<file path="config.mk">
export PLATFORM = sky130hd
export DESIGN_NAME = dram_addr_map
export DESIGN_NICKNAME = d
export VERILOG_FILES = /design/src/rtl/dam_pkg.sv /design/src/rtl/dam_geometry.sv /design/src/rtl/dam_field_split.sv /design/src/rtl/dram_addr_map.sv
export SDC_FILE = /design/constraint.sdc
export NUM_CORES = 1
export LEC_CHECK = 0
export BUFFER_PORTS_ARGS = -buffer_cell sky130_fd_sc_hd__buf_2
export CAP_MARGIN = 20
export CORE_ASPECT_RATIO = 1.75
export CORE_MARGIN = 5
export CORE_UTILIZATION = 45
export DETAILED_ROUTE_END_ITERATION = 6
export SYNTH_ARGS = -nofsm -noshare
export SYNTH_HDL_FRONTEND = slang
export SYNTH_SLANG_ARGS = --single-unit
</file>
<file path="constraint.sdc">
create_clock -name clk -period 1.1 [get_ports clk]
set_input_delay 0.165 -clock clk [delete_from_list [all_inputs] [get_ports clk]]
set_output_delay 0.165 -clock clk [all_outputs]
set_load 0.01 [all_outputs]
</file>
<file path="src/rtl/dam_pkg.sv">
package dam_pkg;
   // interface width codes
   localparam logic [2:0] WCODE_X16     = 3'd1;
   localparam logic [2:0] WCODE_X32     = 3'd2;
   localparam logic [2:0] WCODE_X16_ECC = 3'd3;
   localparam logic [2:0] WCODE_X32_ECC = 3'd4;

   localparam logic [1:0] ORD_CHIP_TOP = 2'd0;
   localparam logic [1:0] ORD_CHIP_MID = 2'd2;

   // number of byte-offset bits under the column field
   function automatic logic [1:0] offset_bits(input logic [2:0] wcode);
      case (wcode)
         WCODE_X16, WCODE_X16_ECC: offset_bits = 2'd1;
         WCODE_X32, WCODE_X32_ECC: offset_bits = 2'd2;
         default:                  offset_bits = 2'd0;
      endcase
   endfunction

   function automatic logic [63:0] low_mask(input int unsigned n);
      low_mask = (64'd1 << n) - 64'd1;
   endfunction
endpackage

</file>
<file path="src/rtl/dam_geometry.sv">
module dam_geometry
   import dam_pkg::*;
#(
   parameter int COL_MAX     = 12,
   parameter int BANK_MAX    = 3,
   parameter int ROW_MAX     = 31,
   parameter int ROW_CFG_W   = 6,
   parameter int ROW_DEFAULT = 14,
   parameter bit FORCE_ORDER = 1'b1,
   localparam int COL_CW     = $clog2(COL_MAX + 1),
   localparam int BANK_CW    = $clog2(BANK_MAX + 1),
   localparam int SZ_W       = $clog2(ROW_MAX + COL_MAX + BANK_MAX + 4)
) (
   input  logic [COL_CW-1:0]    cfg_col_bits,
   input  logic [BANK_CW-1:0]   cfg_bank_bits,
   input  logic [ROW_CFG_W-1:0] cfg_row_bits,
   input  logic                 cfg_cs_bit,
   input  logic [1:0]           cfg_order,
   input  logic [2:0]           cfg_width,
   output logic [ROW_CFG_W-1:0] row_w,
   output logic [1:0]           off_w,
   output logic [1:0]           order,
   output logic [SZ_W-1:0]      size_log2
);
   logic row_bad;

   // stored row width outside 1..ROW_MAX falls back to the default
   assign row_bad = (cfg_row_bits == '0) || (int'(cfg_row_bits) > ROW_MAX);
   assign row_w   = row_bad ? ROW_CFG_W'(ROW_DEFAULT) : cfg_row_bits;

   // ECC lanes add no address bits
   assign off_w = offset_bits(cfg_width);


   assign size_log2 = SZ_W'(row_w) + SZ_W'(cfg_bank_bits) + SZ_W'(cfg_col_bits)
                    + SZ_W'(cfg_cs_bit) + SZ_W'(off_w);

   generate
      if (FORCE_ORDER) begin : g_forced
         logic unused_req_order;
         assign unused_req_order = ^cfg_order;

         assign order = cfg_cs_bit ? ORD_CHIP_MID : ORD_CHIP_TOP;
      end else begin : g_free

         assign order = (cfg_order == ORD_CHIP_MID) ? ORD_CHIP_MID : ORD_CHIP_TOP;
      end
   endgenerate
endmodule

</file>
<file path="src/rtl/dam_field_split.sv">
module dam_field_split
   import dam_pkg::*;
#(
   parameter int ADDR_W    = 32,
   parameter int COL_MAX   = 12,
   parameter int BANK_MAX  = 3,
   parameter int ROW_MAX   = 31,
   parameter int ROW_CFG_W = 6,
   localparam int COL_CW   = $clog2(COL_MAX + 1),
   localparam int BANK_CW  = $clog2(BANK_MAX + 1),
   localparam int SZ_W     = $clog2(ROW_MAX + COL_MAX + BANK_MAX + 4)
) (
   input  logic [ADDR_W-1:0]    addr,
   input  logic [COL_CW-1:0]    col_w,
   input  logic [BANK_CW-1:0]   bank_w,
   input  logic [ROW_CFG_W-1:0] row_w,
   input  logic                 cs_w,
   input  logic [1:0]           off_w,
   input  logic [1:0]           order,
   input  logic [SZ_W-1:0]      size_log2,
   output logic                 chip,
   output logic [ROW_MAX-1:0]   row,
   output logic [BANK_MAX-1:0]  bank,
   output logic [COL_MAX-1:0]   col,
   output logic                 beyond
);
   logic [ADDR_W-1:0] beat, above_col, above_bank, row_src, chip_src;

   assign beat       = addr >> off_w;
   assign above_col  = beat >> col_w;
   assign above_bank = above_col >> bank_w;

   assign col  = COL_MAX'(beat & ADDR_W'(low_mask(int'(col_w))));
   assign bank = BANK_MAX'(above_col & ADDR_W'(low_mask(int'(bank_w))));

   always_comb begin
      if (order == ORD_CHIP_MID) begin
         chip_src = above_bank;
         row_src  = above_bank >> cs_w;
      end else begin
         row_src  = above_bank;
         chip_src = above_bank >> row_w;
      end
   end

   assign row  = ROW_MAX'(row_src & ADDR_W'(low_mask(int'(row_w))));
   assign chip = chip_src[0] & cs_w;


   assign beyond = |(addr >> size_log2);
endmodule

</file>
<file path="src/rtl/dram_addr_map.sv">
module dram_addr_map
   import dam_pkg::*;
#(
   parameter int ADDR_W      = 32,
   parameter int COL_MAX     = 12,
   parameter int BANK_MAX    = 3,
   parameter int ROW_MAX     = 31,
   parameter int ROW_CFG_W   = 6,
   parameter int ROW_DEFAULT = 14,
   parameter bit FORCE_ORDER = 1'b1,
   localparam int COL_CW     = $clog2(COL_MAX + 1),
   localparam int BANK_CW    = $clog2(BANK_MAX + 1),
   localparam int SZ_W       = $clog2(ROW_MAX + COL_MAX + BANK_MAX + 4)
) (
   input  logic                 clk,
   input  logic                 rst_n,
   input  logic [COL_CW-1:0]    cfg_col_bits,
   input  logic [BANK_CW-1:0]   cfg_bank_bits,
   input  logic [ROW_CFG_W-1:0] cfg_row_bits,
   input  logic                 cfg_cs_bit,
   input  logic [1:0]           cfg_order,
   input  logic [2:0]           cfg_width,
   input  logic                 in_valid,
   input  logic [ADDR_W-1:0]    in_addr,
   output logic                 out_valid,
   output logic                 out_cs,
   output logic [ROW_MAX-1:0]   out_row,
   output logic [BANK_MAX-1:0]  out_bank,
   output logic [COL_MAX-1:0]   out_col,
   output logic                 out_of_range,
   output logic [SZ_W-1:0]      out_size_log2,
   output logic [1:0]           out_order
);
   generate
      if (ROW_DEFAULT < 1 || ROW_DEFAULT > ROW_MAX) begin : g_bad_default
         $error("ROW_DEFAULT must lie in 1..ROW_MAX");
      end
      if (ROW_MAX >= (1 << ROW_CFG_W) || ROW_MAX > ADDR_W) begin : g_bad_rowmax
         $error("ROW_MAX does not fit ROW_CFG_W or ADDR_W");
      end
   endgenerate

   logic [ROW_CFG_W-1:0] row_w;
   logic [1:0]           off_w, order;
   logic [SZ_W-1:0]      size_log2;
   logic                 chip, beyond;
   logic [ROW_MAX-1:0]   row;
   logic [BANK_MAX-1:0]  bank;
   logic [COL_MAX-1:0]   col;

   dam_geometry #(
      .COL_MAX(COL_MAX), .BANK_MAX(BANK_MAX), .ROW_MAX(ROW_MAX),
      .ROW_CFG_W(ROW_CFG_W), .ROW_DEFAULT(ROW_DEFAULT), .FORCE_ORDER(FORCE_ORDER)
   ) i_geometry (
      .cfg_col_bits(cfg_col_bits), .cfg_bank_bits(cfg_bank_bits),
      .cfg_row_bits(cfg_row_bits), .cfg_cs_bit(cfg_cs_bit),
      .cfg_order(cfg_order), .cfg_width(cfg_width),
      .row_w(row_w), .off_w(off_w), .order(order), .size_log2(size_log2)
   );

   dam_field_split #(
      .ADDR_W(ADDR_W), .COL_MAX(COL_MAX), .BANK_MAX(BANK_MAX),
      .ROW_MAX(ROW_MAX), .ROW_CFG_W(ROW_CFG_W)
   ) i_split (
      .addr(in_addr), .col_w(cfg_col_bits), .bank_w(cfg_bank_bits),
      .row_w(row_w), .cs_w(cfg_cs_bit), .off_w(off_w), .order(order),
      .size_log2(size_log2), .chip(chip), .row(row), .bank(bank),
      .col(col), .beyond(beyond)
   );

   always_ff @(posedge clk or negedge rst_n) begin
      if (!rst_n) begin
         out_valid     <= 1'b0;
         out_cs        <= 1'b0;
         out_row       <= '0;
         out_bank      <= '0;
         out_col       <= '0;
         out_of_range  <= 1'b0;
         out_size_log2 <= '0;
         out_order     <= ORD_CHIP_TOP;
      end else begin
         out_valid     <= in_valid;
         out_size_log2 <= size_log2;
         out_order     <= order;
         if (in_valid) begin
            out_cs       <= chip;
            out_row      <= row;
            out_bank     <= bank;
            out_col      <= col;
            out_of_range <= beyond;
         end
      end
   end


   valid_follows_chk: assert property (@(posedge clk) disable iff (!rst_n)
      in_valid |=> out_valid);

   valid_quiet_chk: assert property (@(posedge clk) disable iff (!rst_n)
      !in_valid |=> !out_valid);

   single_cs_chk: assert property (@(posedge clk) disable iff (!rst_n)
      (in_valid && !cfg_cs_bit) |=> !out_cs);

   col_fits_chk: assert property (@(posedge clk) disable iff (!rst_n)
      in_valid |=> ((out_col >> $past(cfg_col_bits)) == '0));

   bank_fits_chk: assert property (@(posedge clk) disable iff (!rst_n)
      in_valid |=> ((out_bank >> $past(cfg_bank_bits)) == '0));

   row_fits_chk: assert property (@(posedge clk) disable iff (!rst_n)
      in_valid |=> ((out_row >> $past(row_w)) == '0));

   order_legal_chk: assert property (@(posedge clk) disable iff (!rst_n)
      (out_order == ORD_CHIP_TOP) || (out_order == ORD_CHIP_MID));
endmodule

</file>
==> impl_results.md, run 1 <==
- Worst hold endpoint: out_valid
- Status: finished with violations
- Failing checks: setup timing
- Root Buffer: clkbuf_16
- Synth Instances: 1,240
- Biggest area consumer among synthesized cells: dfrtp_1
- Total power: approximately 15 mW
- DR vias/cell: 6.91
- Row Count: 69
- TritonCTS clock tree: done
- Synth Net Count: 1,309
- CP Cell Sequence: buf_12, buf_12, buf_8, buf_12, mux2_4, a221o_1, o32ai_4, mux2i_1, mux4_2, mux4_2, a22oi_2, a21bo_1
- Met1 Resource Use GR: 43.1%
- Synth top area share: around 15%
- Setup TNS: -76.79 ns
- IO Port Bufs: between 100 and 150
- Crit Reg-Reg Endpoint: out_row[16]
- Busiest grt layer: met2
- Core ar.: around 20,000 µm²
- DR WL/cell: 27.0 µm
- Worst setup EP type: flip-flop
- EDFF count, synth: 0
- GR Util met3: about 5.1%
- Layout cell share with drive strength beyond 1: 54.7%
- # H-tree levels: 2
- Synth warnings: 0
- R2R Setup Slk: 0.12 ns
- Die area: 23,600 µm²
- Beginning of the worst hold path: in_valid
- Layout area overhead: 76.1%
- Final Hold Fails: 0
- Most frequent cells in the layout: buf_4, buf_2, nand2_1
- CP startpoint kind: input pin
- Pre-antenna DRT Iters: 6
- Yosys cell types: 88
- Clk buf depth: 2
- Routed via count: ~14,000
- Clock sink count: 56
- Crit Path Max Fanout: 7
- Final nets: 1,829
- I/O pin count: 110
- Power per cell area: 904 nW/µm²
- Critical Path Max Stage Delay: between 0.5 and 0.6 ns
- Worst Path Required: roughly 1.3 ns
- WS Path Type: input pin to flip-flop
- Placer Congestion: 1.03
- Largest net degree at the start of global routing: 57
- Die span in x: 118 µm
- Synth Register Bits: 56
- Setup Skew: 0 ns
- Mean Syn Cell Area: 7.45 µm²
- Grt ovf: 0
- Period utilization: 289%
- Initial antenna violation count: 1
- Layout filler cell count: between 1,000 and 1,500
- Slew Limit Fails: 0
- Least-Margin Pin Slew: ~0.85 ns
- Worst-skew pair later-pin latency: ~0.31 ns
- Die height: about 200 µm
- Max Clock Freq: 314 MHz
- Initial core utilization: 45.6%
- CP most frequent cell: buf_12
- Leakage: 7.18 nW
- Top_reg_cell synth: dfrtp_1
- Final setup fails: 54
- Clk pin slew, worst setup/hold paths: 0.07 ns
- Worst Hold Class: input pin to flip-flop
- RSZ-0062 raised after global routing: yes
- Max-slew headroom: roughly two fifths
- # DRC: 0
- Reg2Reg Depth: 4
- Critical Path AT: between 3 and 4 ns
- Synthesized area: 9240 µm²
- DRT antenna net count: 0
- Seq/Total Area, Yosys: about 15%
- VDD IR max: 1.23 mV
- Met2 Use GR: 73.6%
- Synth top area cells: dfrtp_1, mux2i_1, nand2_1
- CP Buf/Inv Count: 4
- Final WS setup: -2.08 ns
- Iteration-0 DRC Markers: 1,971
- Top delay family on crit path: multiplexers
- Commonest non-fill, non-tap cell in the layout: buf_4
- Total of max-cap violations: 0
- Hold Path Cell Cnt: 1
- Gr usage total: between 40% and 50%
- Final wirelength: 54.2 mm
- Ys async rst share: 100%
- First-pass GRT wire length: 76.3 mm
- Critical R2R Launch: out_row[16]
- Vias in the first global route: 13,500
- Slowest cell on crit path: mux4_2
- Detailed Place HPWL: 37.0 mm
- Total CTS buffers: 5
- Post-route minimum period: 3.18 ns
how the worst max path moves through the flow:
stage / to / slack, ns / cells past startpoint / from
6_report: out_row[1] / -2.08 / 12 / cfg_width[2]
5_1_grt: out_row[5] / -2.25 / 17 / cfg_width[2]
4_1_cts: out_of_range / -2.05 / 15 / cfg_width[2]
3_5_place_dp: out_of_range / -2.59 / 15 / cfg_width[2]
3_3_place_gp: out_of_range / -2.51 / 15 / cfg_width[2]
2_1_floorplan: out_of_range / -2.79 / 19 / cfg_width[2]
area by class of cell:
cell class	instances	area, µm²	share of cell area (%)
Antenna cell	1	2.50	0.0154
Clock buffer	5	125	0.768
Clock inverter	2	60.1	0.369
Inverter	34	140	0.861
Multi-Input combinational cell	1031	9030	55.4
Sequential cell	56	1400	8.61
Tap cell	248	310	1.91
Timing Repair Buffer	632	5220	32.0
logic make-up (layout without fill, tap and decap cells):
| family | count (synthesis) | after routing | share of synthesized area (%) |
|---|---|---|---|
| compound gates | 432 | 432 | 34.9 |
| xor+xnor | 11 | 11 | 1.04 |
| other cells | 2 | 3 | 0.0812 |
| buf+inv | 153 | 673 | 6.93 |
| mux | 107 | 107 | 14.3 |
| flops | 56 | 56 | 15.2 |
| simple gates | 463 | 463 | 25.1 |
| fa+ha+maj | 16 | 16 | 2.49 |
registers in the layout (all words and copies together), names as in the netlist:
signal / flops
out_valid: 1
out_bank: 3
out_cs: 1
out_col: 12
out_size_log2: 6
out_order: 1
out_row: 31
out_of_range: 1
power breakdown:
group          internal [mW]  total [mW]  switching [mW]
Clock                   1.29        2.08           0.787
Combinational           4.93        10.1            5.21
Sequential              2.34        2.50           0.163
synthesized netlist by cell type, types with 10 or more instances:
cell       number
or2_2          15
and3_1         18
o21ai_0        58
a32oi_1        14
o22ai_1        27
mux2i_1        60
a32o_1         10
a22o_1         10
or3_1          12
nand2_1       112
inv_1          29
mux4_2         17
a21oi_1        64
buf_1          22
nor2_1        108
o221ai_1       12
o32ai_1        14
and2_1         14
ha_1           12
nand2b_1       21
mux2_2         29
dfrtp_1        56
a221oi_1       16
nor2b_1        24
clkbuf_1       75
nand3_1        54
buf_2          14
a22oi_1        12
nor3_1         44
o2bb2ai_1      19
o211ai_1       19
a211oi_1       29
layer usage:
metal	share of wire (%)	vias up	wire [µm]
met5	0	-	0
met4	11	0	6040
met3	7.8	412	4230
met2	48	1036	26200
met1	33	6568	17700
li1	-	5871	-
per-stage QoR:
stage                     setup WS [ns]  hold slack, ns  util [%]  instance area [µm²]  std cells
after CTS                         -2.05          0.0138      77.0                15600       1998
after global placement            -2.51           0.185      64.9                13200       1905
final                             -2.08          0.0138      80.3                16300       2009
after floorplan                   -2.79          -0.131         -                 9680       1240
after global routing              -2.25          0.0188      80.2                16300       2008
after detailed placement          -2.59           0.184      64.9                13200       1905
what timing repair did:
| action | 4_1_cts | 5_1_grt |
|---|---|---|
| pin swaps | 78 | 60 |
| hold buffers | 1 | 0 |
| gates resized for setup | 320 | 136 |
| hold endpoints to repair | 56 | 0 |
| cloned | 5 | 1 |
| setup buffers | 93 | 22 |
| setup endpoints to repair | 54 | 54 |
Power figures use the tool's default switching activity.
==> run 2: changes to the inputs <==
Settings changed: BUFFER_PORTS_ARGS -buffer_cell sky130_fd_sc_hd__buf_2 to not set, DONT_BUFFER_PORTS set to 1, SKIP_LAST_GASP set to 1.
==> impl_results.md, run 2 (synthesis gave the netlist of run 1 again) <==
- Crit Path Max Fanout: 140
- Largest registers: out_row: 31 flops, out_col: 12 flops, out_size_log2: 6 flops
- Setup Skew: 0 ns
- # DRC: 0
- Final Core Density: 68.2%
- Die height: 200 µm
- Post-route minimum period: about 3.2 ns
- IO Port Bufs: 0
- Hold slack: -0.460 ns
- Detailed Place HPWL: between 30 and 40 mm
- Antenna Cells: 0
- TritonCTS clock tree: done
- Worst setup EP type: flip-flop
- Total of max-cap violations: 0
- Critical Path Max Stage Delay: 0.58 ns
- Final setup fails: 49
- I/O pin count: 110
- Clk pin slew, worst setup/hold paths: 0.07 ns
- CP Cell Sequence: xnor2_1, nor2_1, fa_1, ha_4, xnor2_1, ha_2, fa_2, o2111ai_1, a2111oi_1, nor2_1, o31ai_2, o2111ai_2, a22o_1
- DR WL/cell: 26.1 µm
- Seq pwr share: between 20% and 30%
- Total CTS buffers: 5
- Final nets: 1,572
- Layout cell share with drive strength beyond 1: 43.4%
- DR vias/cell: 6.91
- P_int: 7.36 mW
- Worst-skew pair later-pin latency: 0.31 ns
- Final WS setup: -2.10 ns
- Share of power burned in the clock network: 13.6%
- Most frequent cells in the layout: buf_4, nand2_1, nor2_1
- Slew Limit Fails: 0
- Routed via count: 12,100
- Die area: around 24,000 µm²
- WS Path Type: input pin to flip-flop
- Cts hold-fix bufs: 4
- Sw Share: 40.3%
- Gate power share: approximately two thirds
- CP startpoint kind: input pin
- Max Clock Freq: 312 MHz
- Switching power total: 4.96 mW
- Initial core utilization: 45.6%
- Pre-antenna DRT Iters: 6
- Period utilization: 291%
- Status: finished with violations
- First-pass GRT wire length: 69.0 mm
- Worst Hold Class: input pin to asynchronous set/reset pin
- Clock sink count: 56
- # H-tree levels: 2
- Worst Path Required: between 1 and 1.5 ns
- Core ar.: between 20,000 and 25,000 µm²
- Critical Path AT: approximately 3.4 ns
- # placed instances: between 1,500 and 2,000
- Final wirelength: 45.8 mm
- Leakage: 5.76 nW
- Clk buf depth: 2
- Max reg flops: 31
- Largest net degree at the start of global routing: between 100 and 150
- Row Count: 69
- Area used by multi-input combinational logic: ~8700 µm²
- Final Hold Fails: 57
- Setup TNS: -58.53 ns
- Layout area overhead: 49.8%
- Gr usage total: 37.2%
- Iteration-0 DRC Markers: 1,148
- Power per cell area: 890 nW/µm²
- Grt ovf: 0
- Initial antenna violation count: 0
- Storage element area: 1400 µm²
- Placer Congestion: 1.04
- Post-route insts no fill: 1,752
- Slowest cell on crit path: fa_2
- Root Buffer: clkbuf_16
- Commonest non-fill, non-tap cell in the layout: buf_4
- Setup WS pre-CTS: -2.32 ns
- RSZ-0062 raised after global routing: yes
- Largest Register: out_row
- VDD IR max: 1.08 mV
- Failing checks: hold timing, setup timing
- Least-Margin Pin Slew: 0.896 ns
- DRT antenna net count: 0
- Layout filler cell count: 1,660
- Vias in the first global route: 11,900
- Die span in x: 118 µm
- Max-slew headroom: 40.2%
-- run 2: critical path: cells and delay by family --
family	cells	cell delay, ns
AO/OA/AOI/OAI	5	1.10
adder cells (fa/ha/maj)	4	1.55
AND/OR/NAND/NOR	2	0.21
XOR/XNOR	2	0.26
-- run 2: final timing paths --
| path | from | end | slack [ns] | depth (start not counted) |
|---|---|---|---|---|
| min in group clk | in_valid | out_row[26] | 0 | 2 |
| setup reg to reg | out_row[16] | out_row[16] | 0.15 | 4 |
| hold / removal | rst_n | out_col[4] | -0.46 | 0 |
| hold reg to reg | out_row[11] | out_row[11] | 0.53 | 2 |
| setup / recovery | cfg_width[2] | out_of_range | -2.10 | 13 |
| max in group asynchronous | rst_n | out_row[17] | 1.44 | 0 |
-- run 2: power by group through the flow --
stage          clock network (mW)  registers [mW]  logic, mW
3_5_place_dp                    0            2.72       6.13
6_report                     1.67            2.68       7.97
2_1_floorplan                   0            2.64       3.86
3_3_place_gp                    0            2.71       6.05
4_1_cts                      1.68            2.68       7.38
5_1_grt                      1.79            2.70       8.35
-- run 2: layout make-up --
type / count / area share [%]
repair buffers: 375 / 22.5
inverters: 34 / 0.976
flip-flops and latches: 56 / 10.1
well taps: 248 / 2.24
multi-input cells: 1031 / 63.1
clock buffers: 8 / 1.06
-- run 2: per-stage QoR --
stage               instance area [µm²]  hold slack, ns  total power, mW
CTS                               13400          -0.459             11.7
detailed placement                11700          -0.128             8.85
global route                      13800          -0.470             12.8
global placement                  11700          -0.129             8.76
floorplan                          9680          -0.131             6.51
finish                            13800          -0.460             12.3
-- run 2: routing by layer --
layer	GRT usage, %	share of wire [%]	vias up
li1	-	-	5345
met1	39.3	34	5814
met2	66.3	50	697
met3	4.90	6.3	243
met4	29.2	9.4	0
met5	0	0	-
-- run 2: repair_timing --
item                       in CTS  in global routing
setup endpoints to repair      51                 54
pin swaps                      93                 54
resized for setup             233                 76
cloned                          3                  0
hold endpoints to repair       75                 56
setup buffers                  55                 19
==> run 3: changes to the inputs <==
Settings changed: ABC_AREA set to 1, RECOVER_POWER set to 100.
Clock period 1.1 ns to 2.87 ns, I/O delays scaled along.
==> impl_results.md, run 3 <==
- First-pass GRT wire length: 46.7 mm
- Synth Register Bits: 56
- Antenna Cells: 0
- Max Clock Freq: ~360 MHz
- IO Port Bufs: 0
- Worst setup EP type: flip-flop
- Power per cell area: between 400 and 500 nW/µm²
- Synthesized area: ~7700 µm²
- Routed via count: between 9,000 and 10,000
- Sw Share: 45.0%
- Synth top area share: 29.1%
- CP Buf/Inv Count: 4
- Die height: between 150 and 200 µm
- Clock sink count: 56
- Post-route cell area: 8280 µm²
- Clk buf depth: 2
- Layout area overhead: 7.84%
- Gate power share: between 40 and 50%
- Total power: 3.34 mW
- WS Path Type: input pin to flip-flop
- Synth cell count leaders: nand2_1, nand3_1, inv_1
- Pre-antenna DRT Iters: 6
- CP Depth: 18
- Final wirelength: 29.5 mm
- Largest net degree at the start of global routing: 57
- Biggest area consumer among synthesized cells: nand3_1
- CP startpoint kind: input pin
- # DRC: 0
- Gr usage total: between 20 and 30%
- Switching power total: 1.50 mW
- Final Hold Fails: 0
- Grt ovf: 0
- Core ar.: around 17,000 µm²
- Final nets: 1,471
- EDFF count, synth: 0
- Synth Net Count: 1,493
- Area used by multi-input combinational logic: 5610 µm²
- Die area: approximately 20,000 µm²
- DR vias/cell: 5.91
- Seq/Total Area, Yosys: 18.3%
- Max reg flops: 31
- Detailed Place HPWL: 23.8 mm
- Storage element area: 1400 µm²
- Largest Register: out_row
- I/O pin count: 110
- DR WL/cell: approximately 18 µm
- Hold slack: 0.144 ns
- Clk pin slew, worst setup/hold paths: 0.08 ns
- Total CTS buffers: 5
- Critical Path Max Stage Delay: 0.65 ns
- Setup Skew: 0 ns
- Slew Limit Fails: 0
- Max-slew headroom: 1.46%
- Share of power burned in the clock network: 19.5%
- Top_reg_cell synth: dfrtp_1
- Reg2Reg Depth: 2
- Synth warnings: 0
- Root Buffer: clkbuf_16
- DRT antenna net count: 0
- Seq pwr share: roughly 31%
- # H-tree levels: 2
- Period utilization: 97.1%
- Vias in the first global route: 9,335
- Mean Syn Cell Area: 5.39 µm²
- Worst-skew pair later-pin latency: just over 0.3 ns
- Final Core Density: 49.1%
- Synth Instances: 1,424
- P_int: 1.84 mW
- CP Cell Sequence: inv_4, buf_6, nor2_4, fa_1, inv_2, fa_2, buf_6, nand2_1, a21oi_1, nor2_1, a211oi_4, o21ai_2, o21ai_1, nand2_1, nor2_1, nand2_1, nand2_1, nand2_1
- Largest registers: out_row: 31 flops, out_col: 12 flops, out_size_log2: 6 flops
- Slowest cell on crit path: fa_2
- Die span in x: around 110 µm
- Critical Path AT: 3.00 ns
- Synth top area cells: nand3_1, nand2_1, dfrtp_1
- Leakage: 4.45 nW
- Top delay family on crit path: adder cells
- RSZ-0062 raised after global routing: yes
- DP Area: roughly 8000 µm²
- Commonest non-fill, non-tap cell in the layout: nand2_1
- Initial antenna violation count: 0
- Most frequent cell after synthesis: nand2_1
- Yosys cell types: 47
- Post-route minimum period: 2.79 ns
- Hold Path Cell Cnt: 0
- Row Count: 63
- Least-Margin Pin Slew: 1.48 ns
- Worst Hold Class: input pin to flip-flop
- Status: finished clean
- Layout cell share with drive strength beyond 1: 6.49%
- Final setup fails: 0
- Crit Path Max Fanout: 41
- Iteration-0 DRC Markers: 727
- Placer Congestion: 0.989
- Layout filler cell count: 1,997
- Worst Path Required: 3.08 ns
- Initial core utilization: 45.5%
- Most frequent cells in the layout: nand2_1, nand3_1, inv_1
- TritonCTS clock tree: done
- Total of max-cap violations: 0
- Ys async rst share: 100%
- CP most frequent cell: nand2_1
- VDD IR max: 0.295 mV
==> run 3: what timing repair did <==
item / 4_1_cts / 5_1_grt
endpoints found under the setup margin: 1 / 1
hold buffers: 2 / 0
gates cloned: 0 / 0
buffers inserted: 0 / 2
pin swaps: 0 / 10
endpoints found under the hold margin: 56 / 0
gates resized for setup: 5 / 19
==> run 3: cell families after synthesis <==
| group | after synthesis | synth area share (%) |
|---|---|---|
| AO/OA/AOI/OAI | 87 | 6.72 |
| adder cells (fa/ha/maj) | 16 | 3.00 |
| XOR/XNOR | 9 | 1.03 |
| flip-flops | 56 | 18.3 |
| buffers and inverters | 183 | 9.54 |
| AND/OR/NAND/NOR | 1071 | 61.4 |
| other | 2 | 0.0979 |
==> run 3: final timing paths <==
| check | endpoint | slack [ns] | start |
|---|---|---|---|
| worst max-delay path | out_of_range | 0.08 | cfg_width[0] |
| worst min-delay path | out_valid | 0.14 | in_valid |
| worst max register to register | out_bank[2] | 2.07 | out_bank[2] |
| worst min register to register | out_row[3] | 0.55 | out_row[3] |
| max in group asynchronous | out_row[7] | 0.96 | rst_n |
| min in group asynchronous | out_row[27] | 1.02 | rst_n |
==> run 3: stage by stage <==
stage / setup slack, ns / TNS [ns] / std cells
2_1_floorplan: -0.344 / -0.344 / 1424
3_3_place_gp: -0.345 / -0.364 / 1618
3_5_place_dp: -0.400 / -0.480 / 1618
4_1_cts: 0.00184 / 0 / 1628
5_1_grt: -0.108 / -0.234 / 1630
6_report: 0.0828 / 0 / 1630
==> run 3: layer usage <==
metal	share of wire (%)	up-vias	track usage, %	routed length [µm]
met5	0	-	0	0
met4	6.7	0	18.6	1980
met3	5.1	116	3.66	1510
met2	53	340	54.7	15600
met1	35	4470	30.7	10400
li1	-	4711	-	-
==> run 3: power by group through the flow <==
| stage | combinational (mW) | sequential, mW | clock [mW] |
|---|---|---|---|
| after floorplan | 1.13 | 1.02 | 0 |
| after global placement | 1.51 | 1.07 | 0 |
| after detailed placement | 1.53 | 1.07 | 0 |
| after CTS | 1.56 | 1.05 | 0.662 |
| after global routing | 1.83 | 1.06 | 0.688 |
| final | 1.64 | 1.05 | 0.650 |
==> run 3: worst register-to-register path: stages (launching register included) <==
cell and delay, ns:
dfrtp_1 0.46, nand2_1 0.11, o31ai_1 0.08
==> run 3: area by class of cell <==
class                           count  share of cell area (%)
Timing Repair Buffer               54                    5.46
Tap cell                          227                    3.43
Multi-Input combinational cell   1185                    67.8
Inverter                          100                    4.61
Sequential cell                    56                    16.9
Clock buffer                        6                    1.56
Clock inverter                      2                   0.166
